==> src/rtl/cfgseq_pkg.sv <==
package cfgseq_pkg;

  typedef enum logic [2:0] {
    ST_LAT      = 3'd0,
    ST_WR_ISSUE = 3'd1,
    ST_WR_WAIT  = 3'd2,
    ST_RD_WAIT  = 3'd3,
    ST_DONE     = 3'd4,
    ST_HALT     = 3'd5
  } seq_state_t;

  localparam int LAT_STEPS = 4;
  localparam logic [2:0] LAT_MIN  = 3'd3;
  localparam logic [2:0] LAT_SAFE = 3'd7;

  // Upper memory-clock bound (Hz) of each latency step, lowest first.
  function automatic logic [31:0] lat_edge_hz(input int idx);
    case (idx)
      0:       lat_edge_hz = 32'd85_000_000;
      1:       lat_edge_hz = 32'd104_000_000;
      2:       lat_edge_hz = 32'd133_000_000;
      default: lat_edge_hz = 32'd166_000_000;
    endcase
  endfunction

endpackage

==> src/rtl/cfgseq_lat_lookup.sv <==
module cfgseq_lat_lookup
  import cfgseq_pkg::*;
#(
  parameter int FREQ_W = 32
) (
  input  logic [FREQ_W-1:0] sys_freq_hz,
  output logic [2:0]        lat_cycles
);

  localparam int SHIFT = 2;

  logic [FREQ_W-1:0]    mem_hz;
  logic [LAT_STEPS-1:0] above;

  assign mem_hz = sys_freq_hz >> SHIFT;

  genvar gi;
  generate
    for (gi = 0; gi < LAT_STEPS; gi++) begin : g_step
      assign above[gi] = ({32'd0, mem_hz} > {{FREQ_W{1'b0}}, lat_edge_hz(gi)});
    end
  endgenerate

  always_comb begin
    lat_cycles = LAT_MIN;
    for (int k = 0; k < LAT_STEPS; k++) begin
      if (above[k]) lat_cycles = lat_cycles + 3'd1;
    end
  end

endmodule

==> src/rtl/cfgseq_word_builder.sv <==
module cfgseq_word_builder #(
  parameter int                DATA_W   = 16,
  parameter logic [DATA_W-1:0] TEMPLATE = 16'h8F2F
) (
  input  logic [2:0]        lat_cycles,
  input  logic              var_mode,
  output logic [DATA_W-1:0] cfg_word
);

  localparam int CODE_LSB = 4;
  localparam int CODE_W   = 4;
  localparam int MODE_BIT = 3;

  logic [CODE_W-1:0] dev_code;

  // Device code is the cycle count minus five, wrapping in four bits.
  assign dev_code = {1'b0, lat_cycles} - 4'd5;

  always_comb begin
    cfg_word = TEMPLATE;
    cfg_word[CODE_LSB +: CODE_W] = dev_code;
    cfg_word[MODE_BIT] = TEMPLATE[MODE_BIT] & ~var_mode;
  end

endmodule

==> src/rtl/cfgseq_wait_timer.sv <==
module cfgseq_wait_timer #(
  parameter int TMO_W = 16
) (
  input  logic             clk,
  input  logic             rst_n,
  input  logic             clear,
  input  logic             run,
  input  logic [TMO_W-1:0] limit,
  output logic             expired
);

  logic [TMO_W-1:0] cnt;

  always_ff @(posedge clk) begin
    if (!rst_n) begin
      cnt <= '0;
    end else if (clear) begin
      cnt <= '0;
    end else if (run && (cnt != limit)) begin
      cnt <= cnt + 1'b1;
    end
  end

  assign expired = run && (cnt == limit);

  AST_TMR_RESTART: assert property (@(posedge clk) disable iff (!rst_n)
    clear |=> (cnt == '0)) else $error("timer not restarted");

endmodule

==> src/rtl/cfg_latency_sequencer.sv <==
module cfg_latency_sequencer
  import cfgseq_pkg::*;
#(
  parameter int                FREQ_W       = 32,
  parameter int                DATA_W       = 16,
  parameter int                ADDR_W       = 4,
  parameter int                TMO_W        = 16,
  parameter logic [ADDR_W-1:0] CFG_ADDR     = 4'd2,
  parameter logic [DATA_W-1:0] CFG_TEMPLATE = 16'h8F2F
) (
  input  logic              clk,
  input  logic              rst_n,
  input  logic [FREQ_W-1:0] sys_freq_hz,
  input  logic              var_lat_mode,
  input  logic [TMO_W-1:0]  tmo_limit,
  output logic [2:0]        ctrl_latency,
  output logic              req_wr,
  output logic              req_rd,
  output logic [ADDR_W-1:0] req_addr,
  output logic [DATA_W-1:0] req_wdata,
  input  logic              wr_done,
  input  logic              rd_done,
  input  logic [DATA_W-1:0] rd_data,
  output logic [DATA_W-1:0] cfg_readback,
  output logic              seq_done,
  output logic              seq_mismatch,
  output logic              seq_timeout
);

  seq_state_t        state;
  logic [2:0]        lat_lookup;
  logic [DATA_W-1:0] cfg_word;
  logic              tmr_clear;
  logic              tmr_run;
  logic              tmr_expired;

  cfgseq_lat_lookup #(.FREQ_W(FREQ_W)) u_lookup (
    .sys_freq_hz (sys_freq_hz),
    .lat_cycles  (lat_lookup)
  );

  cfgseq_word_builder #(.DATA_W(DATA_W), .TEMPLATE(CFG_TEMPLATE)) u_word (
    .lat_cycles (ctrl_latency),
    .var_mode   (var_lat_mode),
    .cfg_word   (cfg_word)
  );

  assign tmr_clear = (state == ST_WR_ISSUE) || ((state == ST_WR_WAIT) && wr_done);
  assign tmr_run   = ((state == ST_WR_WAIT) && !wr_done) ||
                     ((state == ST_RD_WAIT) && !rd_done);

  cfgseq_wait_timer #(.TMO_W(TMO_W)) u_timer (
    .clk     (clk),
    .rst_n   (rst_n),
    .clear   (tmr_clear),
    .run     (tmr_run),
    .limit   (tmo_limit),
    .expired (tmr_expired)
  );

  always_ff @(posedge clk) begin
    if (!rst_n) begin
      state        <= ST_LAT;
      ctrl_latency <= LAT_SAFE;
      req_wr       <= 1'b0;
      req_rd       <= 1'b0;
      req_addr     <= '0;
      req_wdata    <= '0;
      cfg_readback <= '0;
      seq_done     <= 1'b0;
      seq_mismatch <= 1'b0;
      seq_timeout  <= 1'b0;
    end else begin
      req_wr <= 1'b0;
      req_rd <= 1'b0;
      case (state)
        ST_LAT: begin
          ctrl_latency <= lat_lookup;
          state        <= ST_WR_ISSUE;
        end
        ST_WR_ISSUE: begin
          req_wdata <= cfg_word;
          req_addr  <= CFG_ADDR;
          req_wr    <= 1'b1;
          state     <= ST_WR_WAIT;
        end
        ST_WR_WAIT: begin
          if (wr_done) begin
            req_rd <= 1'b1;
            state  <= ST_RD_WAIT;
          end else if (tmr_expired) begin
            seq_timeout <= 1'b1;
            state       <= ST_HALT;
          end
        end
        ST_RD_WAIT: begin
          if (rd_done) begin
            cfg_readback <= rd_data;
            seq_mismatch <= (rd_data != req_wdata);
            seq_done     <= 1'b1;
            state        <= ST_DONE;
          end else if (tmr_expired) begin
            seq_timeout <= 1'b1;
            state       <= ST_HALT;
          end
        end
        default: state <= state;
      endcase
    end
  end

  AST_REQ_EXCL: assert property (@(posedge clk) disable iff (!rst_n)
    !(req_wr && req_rd)) else $error("both requests high");
  AST_WR_SINGLE: assert property (@(posedge clk) disable iff (!rst_n)
    req_wr |=> !req_wr) else $error("write pulse too wide");
  AST_RD_SINGLE: assert property (@(posedge clk) disable iff (!rst_n)
    req_rd |=> !req_rd) else $error("read pulse too wide");
  AST_LAT_SETTLED: assert property (@(posedge clk) disable iff (!rst_n)
    (req_wr || req_rd) |-> (ctrl_latency >= LAT_MIN) && $stable(ctrl_latency))
    else $error("latency moving during request");
  AST_REQ_ADDR: assert property (@(posedge clk) disable iff (!rst_n)
    (req_wr || req_rd) |-> (req_addr == CFG_ADDR)) else $error("bad address");
  AST_DONE_HOLD: assert property (@(posedge clk) disable iff (!rst_n)
    seq_done |=> seq_done) else $error("done dropped");
  AST_TMO_HOLD: assert property (@(posedge clk) disable iff (!rst_n)
    seq_timeout |=> seq_timeout) else $error("timeout dropped");
  AST_END_QUIET: assert property (@(posedge clk) disable iff (!rst_n)
    (seq_done || seq_timeout) |-> !req_wr && !req_rd) else $error("request after end");
  AST_END_EXCL: assert property (@(posedge clk) disable iff (!rst_n)
    !(seq_done && seq_timeout)) else $error("done and timeout");

endmodule

==> config.mk <==
export PLATFORM = sky130hd
export DESIGN_NAME = cfg_latency_sequencer
export DESIGN_NICKNAME = d
export VERILOG_FILES = /design/src/rtl/cfgseq_pkg.sv /design/src/rtl/cfgseq_lat_lookup.sv /design/src/rtl/cfgseq_word_builder.sv /design/src/rtl/cfgseq_wait_timer.sv /design/src/rtl/cfg_latency_sequencer.sv
export SDC_FILE = /design/constraint.sdc
export NUM_CORES = 1
export LEC_CHECK = 0
export BUFFER_PORTS_ARGS = -buffer_cell sky130_fd_sc_hd__buf_2
export CAP_MARGIN = 25
export CORE_MARGIN = 5
export CORE_UTILIZATION = 45
export DETAILED_ROUTE_END_ITERATION = 6
export PLACE_DENSITY = 0.72
export SYNTH_ARGS = -nofsm -noshare
export SYNTH_HDL_FRONTEND = slang
export SYNTH_SLANG_ARGS = --single-unit
==> constraint.sdc <==
create_clock -name clk -period 6.2 [get_ports clk]
set_input_delay 0.93 -clock clk [delete_from_list [all_inputs] [get_ports clk]]
set_output_delay 0.93 -clock clk [all_outputs]
set_load 0.03 [all_outputs]
==> results of run 1 <==
## cell type report
| class | instances | area (um^2) |
|---|---|---|
| timing repair buffer | 104 | 520 |
| clock buffer | 6 | 72.6 |
| tap | 77 | 96.3 |
| clock inverter | 2 | 13.8 |
| sequential | 49 | 981 |
| multi-input combinational | 292 | 1730 |
| inverter | 15 | 56.3 |
| fill | 631 | 2840 |
## cells in the final DEF, fill, tap and decap left out, types with 2 or more instances in the layout
| cell | n |
|---|---|
| a21o_1 | 2 |
| nor3_1 | 17 |
| o211ai_1 | 3 |
| clkbuf_8 | 5 |
| dfxtp_1 | 49 |
| nor4_1 | 14 |
| xor2_1 | 21 |
| a211oi_1 | 3 |
| conb_1 | 6 |
| and3_1 | 2 |
| o21a_1 | 2 |
| a31oi_1 | 4 |
| or4_1 | 5 |
| nand3_1 | 12 |
| nand2_1 | 53 |
| buf_2 | 104 |
| nand3b_1 | 3 |
| nand2b_1 | 6 |
| mux2i_1 | 2 |
| a21oi_1 | 30 |
| ha_1 | 6 |
| nand4b_1 | 2 |
| o21ai_0 | 11 |
| nor4bb_1 | 3 |
| nand4_1 | 9 |
| nor2_1 | 39 |
| xnor2_1 | 16 |
| inv_1 | 15 |
| or3_1 | 3 |
## path summary, 6_finish.rpt
kind	startpoint	to	slack [ns]	depth (start not counted)
worst max register to register	u_timer.cnt[2]	u_timer.cnt[13]	4.13	6
worst min-delay path	cfg_readback[4]	cfg_readback[4]	0.45	2
worst max-delay path	sys_freq_hz[20]	ctrl_latency[2]	2.25	15
worst min register to register	cfg_readback[4]	cfg_readback[4]	0.45	2
## routing by layer
metal,part of all wire,track usage
met5,0,0
met4,0.0081,0.0397
met3,0.084,0.0517
met2,0.45,0.276
met1,0.46,0.212
## report_power, final
part / internal [W] / total (W) / switching (W)
sequential: 0.000326 / 0.000338 / 0.0000129
combinational: 0.0000539 / 0.000153 / 0.0000994
clock: 0.0000805 / 0.000183 / 0.000103
## sequential cells by signal (all words and copies together) (netlist names)
name / flops
cfg_readback: 16
ctrl_latency: 3
req_rd: 1
req_wdata: 6
req_wr: 1
seq_done: 1
seq_mismatch: 1
seq_timeout: 1
state: 3
u_timer.cnt: 16
## logic make-up after synthesis
family,after synthesis
xor gates and xnor gates,37
muxes,3
AOI/OAI and AO/OA,64
other,1
DFF,49
adders and majority gates,7
and+or+nand+nor,175
buffers and inverters,42
## through the flow
step	hold slack [ns]	util	instances
after floorplan	0.483	-	383
after global placement	0.441	0.536	537
after detailed placement	0.443	0.536	537
after CTS	0.456	0.550	545
after global routing	0.475	0.550	545
final	0.455	0.550	545
## worst max-delay path, stage by stage
cell	delay [ns]
buf_2	0.14
or4_1	0.54
a2111o_1	0.43
a21oi_1	0.14
o21bai_1	0.07
nand3_1	0.08
nand2_1	0.11
fa_1	0.54
inv_1	0.07
ha_1	0.14
inv_1	0.04
a211o_1	0.24
xor2_1	0.16
a2111oi_0	0.40
a311oi_1	0.07
==> results.tsv, run 1 <==
metric	value	unit
Yosys top cell by area	dfxtp_1	
die width	90.4	um
Compound-Gate Fraction of Synth Area	0.133	
Worst-Margin Slew	0.896	ns
top-level I/O count	113	
Fin Setup TNS	0	ns
clk slew on worst S/H paths	0.09	ns
Yosys top cell area share	0.337	
Max-Cap Viols	0	
pin count of the biggest net entering global routing	31	
crit path launch type	input port	
top cells by count, synth	53 x nand2_1, 49 x dfxtp_1, 39 x nor2_1	
CP required	6.36	ns
Setup CP Type	in2reg	
DR vias/cell	5.29	
CTS tree	yes	
Synth async-reset ratio	0	
# clock sinks	49	
Core ar.	0.00631	mm^2
worst slack at placement	1.97	ns
EDFF count, synth	0	
share of cells above drive strength 1	0.244	
Slew Limit Fails	0	
fin crit share	0.637	
initial antenna violation count	0	
antenna-violating nets left	0	
crit path time final	3.95	ns
root buf cell	clkbuf_8	
most frequent cell after synthesis	nand2_1	
outcome	finished, final reports clean	
WL/cell	13.0	um
Initial Util	0.461	
DR DRC count	0	
Remaining Overflow, GRT	0	
Total Power	0.000675	W
Clk Latency, worst-skew pair	0.30	ns
Pleak	1.50	nW
drt first pass iters	4	
Post-Synth Adder-Cell Area	0.0327	
critical path arrival	4.11	ns
iteration-0 DRC count of the detailed router	97	
post-cts hold buffer count	0	
die span in y	90.4	um
Hold Vio Cnt, Final	0	
H-Tree Depth	2	
top cells by area, synth	dfxtp_1 34%, nand2_1 6.8%, xor2_1 6.3%	
post-synthesis sequential area ratio	0.337	
number of antenna diodes	0	
Final Setup Violations	0	
global-route wire length before repair	11.9	mm
Total GRT Usage	0.167	
fin worst setup slack	2.25	ns
Post-CTS Setup Bufs	0	
Worst slew margin	0.402	
post-synthesis xor/xnor area fraction	0.111	
Area Overhead vs Synth	19.4	%
Setup Skew	0.00847	ns
Worst VDD drop	99.8	uV
num rows	29	
post-cts sizing count	0	
unique cell type count in the Yosys netlist	50	
HPWL Detailed	5.62	mm
vias in the first global route	2647	
HP Class	reg2reg	
crit path max fanout	7	
fmax	253	MHz
Top FF cell, synth	dfxtp_1	
largest family of logic cells by synthesized area	simple AND/OR/NAND/NOR gates	
Post-Place Cell Area	0.00339	mm^2
FF+latch count, synth	49	
Final #Nets	543	
fraction of synthesized area in multiplexers	0.0108	
Synth warnings	0	
simple-gate share of the synthesized area	0.299	
post-layout instance area	0.00347	mm^2
WL final	7.06	mm
clk buf depth	2	
die area	0.00817	mm^2
RSZ-0062 raised after global routing	no	
total number of vias	2882	
final weighted congestion in routability-driven placement	0.900	
clock buffer count from CTS	5	
Post-Syn Area	0.00291	mm^2
PwrDens	194	mW/mm^2
Buffers on Ports	104	
CP Capture Type	flop	
post-synthesis cell count	378	
Avg Synthesized Cell Area	7.69	um^2
No activity file was read; power rests on OpenSTA's default activity.
==> inputs of run 2 (changes only) <==
--- a/config.mk
+++ b/config.mk
@@ -8,9 +8,9 @@
 export BUFFER_PORTS_ARGS = -buffer_cell sky130_fd_sc_hd__buf_2
 export CAP_MARGIN = 25
 export CORE_MARGIN = 5
-export CORE_UTILIZATION = 45
+export CORE_UTILIZATION = 44
 export DETAILED_ROUTE_END_ITERATION = 6
-export PLACE_DENSITY = 0.72
+export PLACE_DENSITY = 0.73
 export SYNTH_ARGS = -nofsm -noshare
 export SYNTH_HDL_FRONTEND = slang
 export SYNTH_SLANG_ARGS = --single-unit
==> constraint.sdc (replaced) <==
create_clock -name clk -period 3.5 [get_ports clk]
set_input_delay 0.525 -clock clk [delete_from_list [all_inputs] [get_ports clk]]
set_output_delay 0.525 -clock clk [all_outputs]
set_load 0.03 [all_outputs]
==> run 2 against run 1 <==
Effect of this change: sequential power grew 78%; clock skew fell by 0.0038 ns; hold slack lost 0.045 ns; design area is 3.6% higher; power up 90%; sequential cell count unchanged; critical path depth is the same; register-to-register slack got worse by 2.7 ns; combinational power is 86% higher; count of clock-buffer cells in the layout did not move; first-iteration DRC count rose by 45%; largest cell class unchanged; highest routed layer unchanged.
==> results.tsv, run 2 (synthesis gave the netlist of run 1 again) <==
metric	value	unit	change
HP Class	in2reg		
commonest cells after routing, fill and taps aside	104 x buf_2, 53 x nand2_1, 49 x dfxtp_1		
final core occ	0.563		+0.0131
DR DRC count	0		unchanged
met3 usage	0.0430		-0.00869
WL/cell	13.2	um	+2.0%
clk slew on worst S/H paths	0.09	ns	about the same
vias in the first global route	2622		-0.94%
CP dominant cell by count	inv_1		
Remaining Overflow, GRT	0		unchanged
fmax	295	MHz	
die area	0.00833	mm^2	+2.0%
die span in y	91.3	um	+1.0%
Worst Hold End	req_wdata[3]		
drt first pass iters	4		unchanged
commonest non-fill, non-tap cell in the layout	buf_2		
critical path arrival	3.57	ns	-0.54 ns
total number of vias	2945		+2.2%
Slew Limit Fails	0		unchanged
fin cells	555		+1.8%
clock buffer count from CTS	5		unchanged
Post-Place Cell Area	0.00346	mm^2	+2.2%
busiest grt layer	met2		
HPWL Detailed	5.79	mm	+2.9%
fin worst setup slack	0.106	ns	-2.14 ns
CP required	3.68	ns	-2.68 ns
crit path max fanout	2		-5
Post-CTS Setup Bufs	0		unchanged
top flop regs	cfg_readback: 16 flops, u_timer.cnt: 16 flops, req_wdata: 6 flops		
Final #Nets	553		+1.8%
post-layout instance area	0.00360	mm^2	+3.6%
H-Tree Depth	2		unchanged
Total Power	0.00128	W	+90%
crit path launch type	input port		
clk buf depth	2		unchanged
Hold Vio Cnt, Final	0		unchanged
Max-Cap Viols	0		unchanged
iteration-0 DRC count of the detailed router	141		+45%
Critical R2R Launch	state[0]		
post-cts sizing count	0		unchanged
antenna-violating nets left	0		unchanged
Final Setup Violations	0		unchanged
# clock sinks	49		unchanged
Setup CP Type	in2reg		
DR vias/cell	5.31		+0.34%
post-cts hold buffer count	0		unchanged
num rows	29		unchanged
CTS tree	yes		
outcome	finished, final reports clean		
Min-Delay Startpoint	var_lat_mode		
CP Capture Type	flop		
met2 GRT Util	0.268		-0.00819
worst path cell trace	buf_2 -> or4_4 -> a2111o_1 -> a21oi_2 -> o21bai_1 -> nand3_1 -> nand2_1 -> fa_1 -> inv_1 -> ha_1 -> inv_1 -> a211o_1 -> xor2_1 -> a2111oi_2 -> a311oi_1		
Worst R2R Path Depth	5		-1
top-level I/O count	113		unchanged
root buf cell	clkbuf_8		
Reg-to-Reg End	u_timer.cnt[13]		
worst slack at placement	-0.183	ns	-2.16 ns
Pleak	1.56	nW	+4.1%
Worst-Margin Slew	0.913	ns	+0.0174 ns
R2R setup slack	1.42	ns	-2.71 ns
Worst slew margin	0.391		-0.0116
Worst VDD drop	230	uV	+130%
WL final	7.33	mm	+3.8%
slowest stage delay, CP	0.54	ns	about the same
Buffers on Ports	104		unchanged
post-placement cell count	547		+1.9%
share of cells above drive strength 1	0.268		+0.0242
Area Overhead vs Synth	23.7	%	
Setup Skew	0.00468	ns	-0.00380 ns
initial antenna violation count	0		unchanged
pin count of the biggest net entering global routing	31		unchanged
Core ar.	0.00639	mm^2	+1.1%
PwrDens	357	mW/mm^2	+84%
hold path depth	2		unchanged
final weighted congestion in routability-driven placement	0.880		-2.1%
global-route wire length before repair	11.8	mm	-0.99%
fin crit share	0.970		
die width	91.3	um	+1.0%
Clk Latency, worst-skew pair	0.30	ns	about the same
CP max-delay cell	or4_4		
number of antenna diodes	0		unchanged
crit path time final	3.39	ns	
Initial Util	0.455		-0.00523
Total GRT Usage	0.164		-0.00281
met1 usage	0.219		+0.00654
## run 2: layer usage
layer / share of wire / routed length (um) / vias to the layer above
li1: - / - / 1506
met1: 0.45 / 3270 / 1315
met2: 0.46 / 3370 / 119
met3: 0.089 / 654 / 5
met4: 0.0057 / 42 / 0
met5: 0 / 0 / -
## run 2: critical path, delay by kind of cell
kind            cells  cell delay (ns)
compound gates      6             1.29
simple gates        3             0.73
buf+inv             3             0.20
fa+ha+maj           2             0.65
xor+xnor            1             0.16
## run 2: per-stage QoR
stage / TNS (ns) / hold slack (ns)
3_5_place_dp: -0.183 / 0.446
2_1_floorplan: 0 / 0.483
4_1_cts: 0 / 0.393
6_report: 0 / 0.410
3_3_place_gp: -0.129 / 0.439
5_1_grt: -0.0354 / 0.396
## run 2: worst max path at each step
stage	to	slack, ns	startpoint
after global placement	ctrl_latency[2]	-0.13	sys_freq_hz[20]
after global routing	ctrl_latency[2]	-0.04	sys_freq_hz[20]
after detailed placement	ctrl_latency[2]	-0.18	sys_freq_hz[20]
after CTS	ctrl_latency[2]	0.13	sys_freq_hz[20]
after floorplan	ctrl_latency[2]	0.05	sys_freq_hz[20]
final	ctrl_latency[2]	0.11	sys_freq_hz[20]
## run 2: cell type report
type / instances / area [um^2]
well taps: 77 / 96.3
fillers: 597 / 2790
clock inverters: 2 / 38.8
repair buffers: 114 / 599
multi-input cells: 292 / 1750
clock buffers: 6 / 72.6
flip-flops and latches: 49 / 981
inverters: 15 / 56.3
## run 2: where the power goes
group | total (W) | leakage, nW | switching, W | internal (W)
registers | 0.000600 | 0.397 | 0.0000234 | 0.000577
clock network | 0.000399 | 0.0554 | 0.000185 | 0.000215
logic | 0.000284 | 1.11 | 0.000180 | 0.000104
==> inputs of run 3 (changes only) <==
--- a/config.mk
+++ b/config.mk
@@ -11,6 +11,7 @@
 export CORE_UTILIZATION = 44
 export DETAILED_ROUTE_END_ITERATION = 6
 export PLACE_DENSITY = 0.73
+export REMOVE_ABC_BUFFERS = 1
 export SYNTH_ARGS = -nofsm -noshare
 export SYNTH_HDL_FRONTEND = slang
 export SYNTH_SLANG_ARGS = --single-unit
==> run 3 against run 2 <==
Effect of this change: power up 0.81%; fmax up 2.6%; combinational power about the same; core utilization up 0.29 points; clock skew up 0.0026 ns; clock power up 3%; sequential share of layout area down 0.14 points; critical path depth unchanged; first-iteration DRC count down 30%; wire length up 0.45%; sequential cell count unchanged; critical endpoint unchanged; largest cell class unchanged.
==> results.tsv, run 3 (synthesis gave the netlist of run 1 again) <==
metric	value	unit	change
crit path time final	3.31	ns	-0.0853 ns
Total Power	0.00129	W	+0.81%
slowest stage delay, CP	0.54	ns	about the same
Setup CP Type	in2reg		
RSZ-0062 raised after global routing	no		
Total GRT Usage	0.173		+0.00835
final weighted congestion in routability-driven placement	0.898		+2.0%
crit path launch type	input port		
Core ar.	0.00639	mm^2	unchanged
CTS tree	yes		
DR DRC count	0		unchanged
antenna-violating nets left	0		unchanged
post-placement cell count	548		+0.18%
die span in y	91.3	um	unchanged
met1 usage	0.204		-0.0149
die width	91.3	um	unchanged
Pleak	1.57	nW	+0.47%
Buffers on Ports	104		unchanged
share of cells above drive strength 1	0.273		+0.00570
pin count of the biggest net entering global routing	31		unchanged
crit path max fanout	3		+1
HPWL Detailed	5.84	mm	+1.0%
clk buf depth	2		unchanged
CP max-delay cell	or4_4		
Worst slew margin	0.375		-0.0152
worst path cell trace	buf_2 -> or4_4 -> a2111o_1 -> a21oi_2 -> o21bai_1 -> nand3_1 -> nand2_2 -> fa_1 -> inv_1 -> ha_1 -> inv_1 -> a211o_1 -> xor2_2 -> a2111oi_2 -> a311oi_1		
num rows	29		unchanged
Area Overhead vs Synth	24.3	%	
outcome	finished, final reports clean		
total number of vias	2966		+0.71%
met3 usage	0.0413		-0.00165
top flop regs	cfg_readback: 16 flops, u_timer.cnt: 16 flops, req_wdata: 6 flops		
# clock sinks	49		unchanged
Max-Cap Viols	0		unchanged
fmax	302	MHz	+2.6%
PwrDens	358	mW/mm^2	+0.28%
clock buffer count from CTS	5		unchanged
H-Tree Depth	2		unchanged
crit-path leading delay family	compound AO/OA/AOI/OAI gates		
root buf cell	clkbuf_8		
CP dominant cell by count	inv_1		
CP Capture Type	flop		
WL final	7.36	mm	+0.45%
fin cells	556		+0.18%
area of the multi-input gates	0.00176	mm^2	+0.57%
clk slew on worst S/H paths	0.08	ns	about the same
Initial Util	0.455		unchanged
drt first pass iters	4		unchanged
iteration-0 DRC count of the detailed router	98		-30%
Slew Limit Fails	0		unchanged
busiest grt layer	met2		
Remaining Overflow, GRT	0		unchanged
Worst-Margin Slew	0.936	ns	+0.0227 ns
HP Class	in2reg		
commonest non-fill, non-tap cell in the layout	buf_2		
final core occ	0.566		+0.00294
Worst VDD drop	279	uV	+21%
number of antenna diodes	0		unchanged
vias in the first global route	2762		+5.3%
Setup Skew	0.00731	ns	+0.00264 ns
die area	0.00833	mm^2	unchanged
Fin Setup TNS	0	ns	unchanged
FF+latch area	981	um^2	unchanged
DR vias/cell	5.33		+0.53%
top-level I/O count	113		unchanged
Post-CTS Setup Bufs	0		unchanged
FILL cells	620		+3.9%
Crit path buffers/inverters	3		unchanged
met2 GRT Util	0.305		+0.0367
Final #Nets	554		+0.18%
global-route wire length before repair	12.3	mm	+4.8%
commonest cells after routing, fill and taps aside	104 x buf_2, 52 x nand2_1, 49 x dfxtp_1		
CP required	3.70	ns	+0.02 ns
initial antenna violation count	0		unchanged
WL/cell	13.2	um	+0.27%
Final Setup Violations	0		unchanged
Hold Vio Cnt, Final	0		unchanged
fin crit share	0.945		-0.0244
critical path arrival	3.51	ns	-0.06 ns
Clk Latency, worst-skew pair	0.30	ns	about the same
[run 3: cell type report]
cell class,instances,area share
Tap cell,77,0.0267
Sequential cell,49,0.271
Inverter,15,0.0156
Timing Repair Buffer,115,0.167
Clock buffer,7,0.0239
Multi-Input combinational cell,292,0.487
Clock inverter,1,0.00831
[run 3: metal layers]
| layer | vias up | part of all wire | wire, um |
|---|---|---|---|
| li1 | 1501 | - | - |
| met1 | 1343 | 0.44 | 3220 |
| met2 | 110 | 0.47 | 3460 |
| met3 | 12 | 0.075 | 550 |
| met4 | 0 | 0.018 | 133 |
| met5 | - | 0 | 0 |
[run 3: timing repair]
| item | 4_1_cts | 5_1_grt |
|---|---|---|
| pin swaps | 0 | 4 |
| setup endpoints to repair | 1 | 1 |
| resized for setup | 1 | 6 |
| hold buffers | 0 | 0 |
[run 3: path summary, 6_finish.rpt]
| check | start | to | slack (ns) | depth (start not counted) |
|---|---|---|---|---|
| setup / recovery | sys_freq_hz[20] | ctrl_latency[2] | 0.19 | 15 |
| hold / removal | var_lat_mode | req_wdata[3] | 0.40 | 2 |
| setup reg to reg | u_timer.cnt[3] | u_timer.cnt[15] | 1.39 | 7 |
| hold reg to reg | cfg_readback[11] | cfg_readback[11] | 0.45 | 2 |
[run 3: per-stage QoR]
step	cell area, um^2	setup WS [ns]	hold WS [ns]
CTS	3590	0.0535	0.389
global route	3610	0.0187	0.394
finish	3610	0.191	0.400
floorplan	2770	0.0477	0.483
detailed placement	3470	-0.319	0.444
global placement	3470	-0.150	0.439
[run 3: power breakdown]
| group | leakage, nW | switching [W] | internal (W) |
|---|---|---|---|
| clock network | 0.0585 | 0.000178 | 0.000233 |
| registers | 0.397 | 0.0000228 | 0.000577 |
| logic | 1.11 | 0.000179 | 0.000104 |
